===== config.mk =====
export PLATFORM = sky130hd
export DESIGN_NAME = regionGuard
export DESIGN_NICKNAME = d
export VERILOG_FILES = /design/src/rtl/rgnGuardPkg.sv /design/src/rtl/guardCtrl.sv /design/src/rtl/rgnDatapath.sv /design/src/rtl/regionGuard.sv
export SDC_FILE = /design/constraint.sdc
export NUM_CORES = 2
export LEC_CHECK = 0
export ABC_CLOCK_PERIOD_IN_PS = 13200
export BUFFER_PORTS_ARGS = -buffer_cell sky130_fd_sc_hd__buf_4
export CAP_MARGIN = 20
export CORE_AREA = 2 2 365 367
export DETAILED_ROUTE_END_ITERATION = 12
export DIE_AREA = 0 0 367 369
export PLACE_DENSITY_LB_ADDON = 0.3
export RECOVER_POWER = 25
export SYNTH_ARGS = -nofsm -noshare
export SYNTH_HDL_FRONTEND = slang
export SYNTH_SLANG_ARGS = --single-unit

===== constraint.sdc =====
create_clock -name clk -period 13.2 [get_ports clk]
set_input_delay 3.3 -clock clk [delete_from_list [all_inputs] [get_ports clk]]
set_output_delay 3.3 -clock clk [all_outputs]
set_load 0.02 [all_outputs]

===== src/rtl/rgnGuardPkg.sv =====
`timescale 1ns/1ps
package rgnGuardPkg;
  localparam int IDX_W = 8;

  // configuration word bit positions
  localparam int CFG_EN = 0;
  localparam int CFG_RD = 1;
  localparam int CFG_WR = 2;
  localparam int CFG_NS = 3;

  typedef enum logic [1:0] {
    FLD_START  = 2'd0,
    FLD_END    = 2'd1,
    FLD_MASTER = 2'd2,
    FLD_CONFIG = 2'd3
  } fieldSel_e;

  typedef struct packed {
    logic             ctrlWe;
    logic             rgnWe;
    logic             ctrlRd;
    logic             rgnRd;
    logic [IDX_W-1:0] rgnIdx;
    fieldSel_e        field;
    logic             evalEn;
  } strobes_t;
endpackage


===== src/rtl/guardCtrl.sv =====
`timescale 1ns/1ps
module guardCtrl
  import rgnGuardPkg::*;
#(
  parameter int NUM_RGN = 16,
  parameter int REG_AW  = 12
) (
  input  logic              clk,
  input  logic              rstN,
  input  logic              regWrEn,
  input  logic [REG_AW-1:0] regAddr,
  input  logic              reqValid,
  output strobes_t          stb,
  output logic              verdictValid
);
  localparam logic [REG_AW-9:0] RGN_PAGE = 1;

  logic isCtrl;
  logic idxOk;
  logic inRgn;

  assign isCtrl = (regAddr == '0);

  generate
    if (NUM_RGN >= 16) begin : g_fullIdx
      assign idxOk = 1'b1;
    end else begin : g_partIdx
      assign idxOk = (32'(regAddr[7:4]) < NUM_RGN);
    end
  endgenerate

  assign inRgn = (regAddr[REG_AW-1:8] == RGN_PAGE) && (regAddr[1:0] == 2'b00) && idxOk;

  always_comb begin
    stb.ctrlWe = regWrEn & isCtrl;
    stb.rgnWe  = regWrEn & inRgn;
    stb.ctrlRd = isCtrl;
    stb.rgnRd  = inRgn;
    stb.rgnIdx = IDX_W'(regAddr[7:4]);
    stb.field  = fieldSel_e'(regAddr[3:2]);
    stb.evalEn = reqValid;
  end

  always_ff @(posedge clk) begin
    if (!rstN) verdictValid <= 1'b0;
    else       verdictValid <= reqValid;
  end


  req_to_verdict_chk: assert property (@(posedge clk) disable iff (!rstN)
    reqValid |=> verdictValid);


  verdict_has_req_chk: assert property (@(posedge clk) disable iff (!rstN)
    verdictValid |-> $past(reqValid));


  single_target_chk: assert property (@(posedge clk) disable iff (!rstN)
    $onehot0({stb.ctrlWe, stb.rgnWe}));
endmodule


===== src/rtl/rgnDatapath.sv =====
`timescale 1ns/1ps
module rgnDatapath
  import rgnGuardPkg::*;
#(
  parameter int NUM_RGN    = 16,
  parameter int ADDR_W     = 40,
  parameter int GRAN_SHIFT = 20,
  parameter int ID_W       = 10,
  parameter int DATA_W     = 32,
  parameter int MASK_POS   = 16
) (
  input  logic              clk,
  input  logic              rstN,
  input  strobes_t          stb,
  input  logic [DATA_W-1:0] regWrData,
  output logic [DATA_W-1:0] regRdData,
  input  logic [ADDR_W-1:0] reqAddr,
  input  logic [ID_W-1:0]   reqId,
  input  logic              reqWrite,
  input  logic              reqSecure,
  output logic              verdictAllow
);
  localparam int BLK_W = ADDR_W - GRAN_SHIFT;
  localparam int RIW   = $clog2(NUM_RGN);
  localparam int CFG_W = 4;

  logic [1:0]       ctrlReg;
  logic [BLK_W-1:0] rgnStart [NUM_RGN];
  logic [BLK_W-1:0] rgnEnd   [NUM_RGN];
  logic [ID_W-1:0]  rgnMask  [NUM_RGN];
  logic [ID_W-1:0]  rgnId    [NUM_RGN];
  logic [CFG_W-1:0] rgnCfg   [NUM_RGN];

  logic [RIW-1:0]   selIdx;
  logic [BLK_W-1:0] reqBlk;
  logic [NUM_RGN-1:0] hitVec;
  logic [NUM_RGN-1:0] grantVec;
  logic [NUM_RGN*CFG_W-1:0] cfgFlat;
  logic allowNext;

  assign selIdx = stb.rgnIdx[RIW-1:0];
  assign reqBlk = reqAddr[ADDR_W-1:GRAN_SHIFT];

  logic unusedBits;
  assign unusedBits = &{1'b0, regWrData, stb.rgnIdx, reqAddr[GRAN_SHIFT-1:0]};

  // register file
  always_ff @(posedge clk) begin
    if (!rstN) begin
      ctrlReg <= '0;
      for (int n = 0; n < NUM_RGN; n++) begin
        rgnStart[n] <= '0;
        rgnEnd[n]   <= '0;
        rgnMask[n]  <= '0;
        rgnId[n]    <= '0;
        rgnCfg[n]   <= '0;
      end
    end else begin
      if (stb.ctrlWe) ctrlReg <= regWrData[1:0];
      if (stb.rgnWe) begin
        case (stb.field)
          FLD_START:  rgnStart[selIdx] <= regWrData[BLK_W-1:0];
          FLD_END:    rgnEnd[selIdx]   <= regWrData[BLK_W-1:0];
          FLD_MASTER: begin
            rgnMask[selIdx] <= regWrData[MASK_POS +: ID_W];
            rgnId[selIdx]   <= regWrData[ID_W-1:0];
          end
          default:    rgnCfg[selIdx]   <= regWrData[CFG_W-1:0];
        endcase
      end
    end
  end

  // read mux
  always_comb begin
    regRdData = '0;
    if (stb.ctrlRd) begin
      regRdData = DATA_W'(ctrlReg);
    end else if (stb.rgnRd) begin
      case (stb.field)
        FLD_START:  regRdData = DATA_W'(rgnStart[selIdx]);
        FLD_END:    regRdData = DATA_W'(rgnEnd[selIdx]);
        FLD_MASTER: regRdData = (DATA_W'(rgnMask[selIdx]) << MASK_POS) | DATA_W'(rgnId[selIdx]);
        default:    regRdData = DATA_W'(rgnCfg[selIdx]);
      endcase
    end
  end

  // parallel window match
  generate
    for (genvar g = 0; g < NUM_RGN; g++) begin : g_rgn
      logic inRange, idOk, secOk;
      assign inRange = (reqBlk >= rgnStart[g]) && (reqBlk <= rgnEnd[g]);
      assign idOk    = ((reqId ^ rgnId[g]) & rgnMask[g]) == '0;
      assign secOk   = reqSecure | rgnCfg[g][CFG_NS];
      assign hitVec[g]   = rgnCfg[g][CFG_EN] & inRange & idOk & secOk;
      assign grantVec[g] = hitVec[g] & (reqWrite ? rgnCfg[g][CFG_WR] : rgnCfg[g][CFG_RD]);
      assign cfgFlat[g*CFG_W +: CFG_W] = rgnCfg[g];
    end
  endgenerate

  always_comb begin
    if (|hitVec) allowNext = |grantVec;
    else         allowNext = reqWrite ? ctrlReg[1] : ctrlReg[0];
  end

  always_ff @(posedge clk) begin
    if (!rstN)           verdictAllow <= 1'b0;
    else if (stb.evalEn) verdictAllow <= allowNext;
    else                 verdictAllow <= 1'b0;
  end


  idle_no_allow_chk: assert property (@(posedge clk) disable iff (!rstN)
    !stb.evalEn |=> !verdictAllow);


  ctrl_hold_chk: assert property (@(posedge clk) disable iff (!rstN)
    !stb.ctrlWe |=> $stable(ctrlReg));


  cfg_hold_chk: assert property (@(posedge clk) disable iff (!rstN)
    !stb.rgnWe |=> $stable(cfgFlat));
endmodule


===== src/rtl/regionGuard.sv =====
`timescale 1ns/1ps
module regionGuard
  import rgnGuardPkg::*;
#(
  parameter int NUM_RGN    = 16,
  parameter int ADDR_W     = 40,
  parameter int GRAN_SHIFT = 20,
  parameter int ID_W       = 10,
  parameter int REG_AW     = 12,
  parameter int DATA_W     = 32
) (
  input  logic              clk,
  input  logic              rstN,
  input  logic              regWrEn,
  input  logic [REG_AW-1:0] regAddr,
  input  logic [DATA_W-1:0] regWrData,
  output logic [DATA_W-1:0] regRdData,
  input  logic              reqValid,
  input  logic [ADDR_W-1:0] reqAddr,
  input  logic [ID_W-1:0]   reqId,
  input  logic              reqWrite,
  input  logic              reqSecure,
  output logic              verdictValid,
  output logic              verdictAllow
);
  strobes_t stb;

  guardCtrl #(.NUM_RGN(NUM_RGN), .REG_AW(REG_AW)) u_ctrl (
    .clk(clk), .rstN(rstN), .regWrEn(regWrEn), .regAddr(regAddr),
    .reqValid(reqValid), .stb(stb), .verdictValid(verdictValid)
  );

  rgnDatapath #(.NUM_RGN(NUM_RGN), .ADDR_W(ADDR_W), .GRAN_SHIFT(GRAN_SHIFT),
                .ID_W(ID_W), .DATA_W(DATA_W)) u_dp (
    .clk(clk), .rstN(rstN), .stb(stb), .regWrData(regWrData), .regRdData(regRdData),
    .reqAddr(reqAddr), .reqId(reqId), .reqWrite(reqWrite), .reqSecure(reqSecure),
    .verdictAllow(verdictAllow)
  );
endmodule


==> flow_summary.json <==
{
  "cts_buffer_depth": 3,
  "cts-htree-levels": 3,
  "regArea_mm2": 0.03083,
  "max_cap_viol_count": 2,
  "wl_per_cell_um": 29.06,
  "routed_via_density": 6.228,
  "timing.rr.end": "u_dp.verdictAllow",
  "setup_viol": 0,
  "syn_inst": 5442,
  "grt_pass1_vias": 44725,
  "ys_seq_area_frac": 0.4729,
  "cts_setup_buffers": 0,
  "io_buffers": 101,
  "synth-edff-count": 1024,
  "insertion_delay_ps": 760,
  "grt_max_degree": 92,
  "violations": "capacitance limit, slew limit",
  "fp.coreArea_mm2": 0.1311,
  "drt-total-wl_mm": 211.8,
  "slowest_delay_ps": 720,
  "status": "finished with violations",
  "final_nets": 6177,
  "design.die.area_mm2": 0.1354,
  "syn_avg_cell_area_um2": 11.98,
  "critPathMaxFanout": 60,
  "antenna_found_initial": 18,
  "power_uw": 8266,
  "reg2reg_slack_ps": 8660,
  "crit_slowest_cell": "mux2i_1",
  "critical_path_required_ps": 9900,
  "drt_iter0_markers": 5669,
  "cts_buffers": 111,
  "synth-main-ff-cell": "edfxtp_1",
  "end_kind": "output pin",
  "rsz0062_at_grt": "no",
  "gp_congestion": 0.9888,
  "worstSetupStartpointType": "primary input",
  "maxSlewViolCount": 66,
  "place_ws_ps": 3058,
  "max_freq_ghz": 0.09685,
  "power_density_mw_per_mm2": 115.5,
  "synth_seq_cells": 1028,
  "yosys_warnings": 0,
  "layout_min_cycle_time_ps": 10330,
  "p_leak_uw": 0.02882,
  "cts_resized": 0,
  "multi_input_area_mm2": 0.03080,
  "rows": 133,
  "grt_pass1_wl_mm": 305.2,
  "cts_hold_buf": 0,
  "synthArstFlopShare": 0,
  "synthToLayoutAreaGrowth_pct": 9.724,
  "slew_headroom": -0.3868,
  "fin_area_mm2": 0.07154,
  "ios": 134,
  "tns_ps": 0,
  "crit_start": "regAddr[4]",
  "arrival_ps": 7030,
  "reg2reg_depth": 11,
  "finClkSkew_ps": 20.71,
  "drc": 0,
  "min_from": "u_dp.ctrlReg[0]",
  "synth_area_mm2": 0.06520,
  "worstSetupPathType": "primary input to output pin",
  "die_h_um": 369,
  "path_clk_slew_ps": 60,
  "final-hold-violation-count": 0,
  "hold_path_class": "flop to flop",
  "worstPathCellList": "buf_8 -> buf_12 -> mux4_2 -> mux4_2 -> mux2i_1 -> nor2_1 -> a21oi_1 -> nor2_1 -> buf_4",
  "dp_hpwl_mm": 146.8,
  "synth_cell_types": 71,
  "dr.pass1.iters": 9,
  "drive_above_1_share": 0.1292,
  "cts_tree": "done",
  "cts_root_buf": "clkbuf_16",
  "cts.sinks": 1028,
  "critPathCapture": "regRdData[9]",
  "n_fill_cell": 10989,
  "die_w_um": 367,
  "fin_crit_sh": 0.7823,
  "grt_overflow": 0,
  "setup_ws_ps": 2874,
  "tightest_slew_ps": 2080,
  "initial_core_util": 0.4972,
  "grtUsageTotal": 0.3110,
  "post_dp_cell_area_mm2": 0.06785,
  "vdd_ir_drop_max_uv": 119.0,
  "ant_nets": 0,
  "r2r-start": "u_dp.rgnEnd[7][15]",
  "via_count": 45403
}
## stage by stage
stage | std cells | hold WS [ps] | util
2_1_floorplan | 5447 | 455.3 | -
3_3_place_gp | 7050 | 499.3 | 0.5161
3_5_place_dp | 7064 | 498.9 | 0.5174
4_1_cts | 7272 | 507.6 | 0.5452
5_1_grt | 7287 | 540.0 | 0.5455
6_report | 7290 | 520.7 | 0.5455
## synth_stat cells, drive strengths merged, types with 67 or more instances
library cell,instances,area (µm²)
a21oi,230,1151
mux4,324,7297
buf,98,503.0
o21ai,160,800.8
ha,640,8008
clkbuf,240,900.9
inv,620,2327
xor2,160,1401
nand3,67,335.3
edfxtp,1024,30750
nand4,94,588.1
nor2,215,807.0
and2,971,6075
nand2,137,514.2
## cells in the final DEF, fill, tap and decap left out, drive strengths merged, types with 30 or more instances in the layout
master and count:
clkbuf 162, mux4 324, a211oi 34, a21o 49, nand3 67, nor2 215
and4 31, edfxtp 1024, nor2b 37, a21oi 230, xor2 160, inv 622
nand2 137, o21ai 160, nand4 94, clkinv 54, buf 187, ha 640
and2 971, mux2i 30
## critical path: cells and delay by family
| family | cells | cell delay (ps) |
|---|---|---|
| buffers and inverters | 3 | 1180 |
| multiplexers | 3 | 1840 |
| AO/OA/AOI/OAI | 1 | 320 |
| AND/OR/NAND/NOR | 2 | 200 |
## flip-flops by register name (all words and copies together) (netlist names)
| signal | cells |
|---|---|
| u_dp.rgnMask | 160 |
| u_dp.rgnId | 160 |
| u_dp.verdictAllow | 1 |
| u_dp.rgnCfg | 64 |
| u_dp.ctrlReg | 2 |
| u_ctrl.verdictValid | 1 |
| u_dp.rgnEnd | 320 |
| u_dp.rgnStart | 320 |
## area by class of cell
class,instances,share of cell area
antenna,3,0.0001049
clock buffer,134,0.04063
clock inverter,74,0.01025
inverter,620,0.03253
multi-input combinational,3461,0.4305
sequential,1028,0.4310
tap,1755,0.03070
timing repair buffer,215,0.02429
## worst min path at each step
stage                       to  cells after the start
2_1_floorplan  u_dp.ctrlReg[0]                      2
3_3_place_gp   u_dp.ctrlReg[1]                      2
3_5_place_dp   u_dp.ctrlReg[0]                      2
4_1_cts        u_dp.ctrlReg[1]                      2
5_1_grt        u_dp.ctrlReg[1]                      2
6_report       u_dp.ctrlReg[0]                      2
## report_power, final
| part | internal (µW) | total (µW) | leakage (µW) | switching (µW) |
|---|---|---|---|---|
| registers | 3750 | 3870 | 0.00975 | 115 |
| logic | 453 | 1210 | 0.0173 | 758 |
| clock network | 1820 | 3190 | 0.00176 | 1370 |
| total | 6020 | 8270 | 0.0288 | 2250 |
## layer usage
layer	track usage	part of all wire	up-vias
li1	-	-	19660
met4	0.1656	0.060	16
met1	0.4087	0.39	22699
met3	0.07355	0.11	537
met2	0.4790	0.45	2491
met5	0	0.00057	-
## cell families after synthesis
| family | share of synthesized area |
|---|---|
| AOI/OAI and AO/OA | 0.06573 |
| DFF | 0.4729 |
| adders and majority gates | 0.1228 |
| and+or+nand+nor | 0.1424 |
| other | 0.00005752 |
| muxes | 0.1174 |
| buffers and inverters | 0.05723 |
| xor gates and xnor gates | 0.02149 |
(Power assumes the default switching activity.)
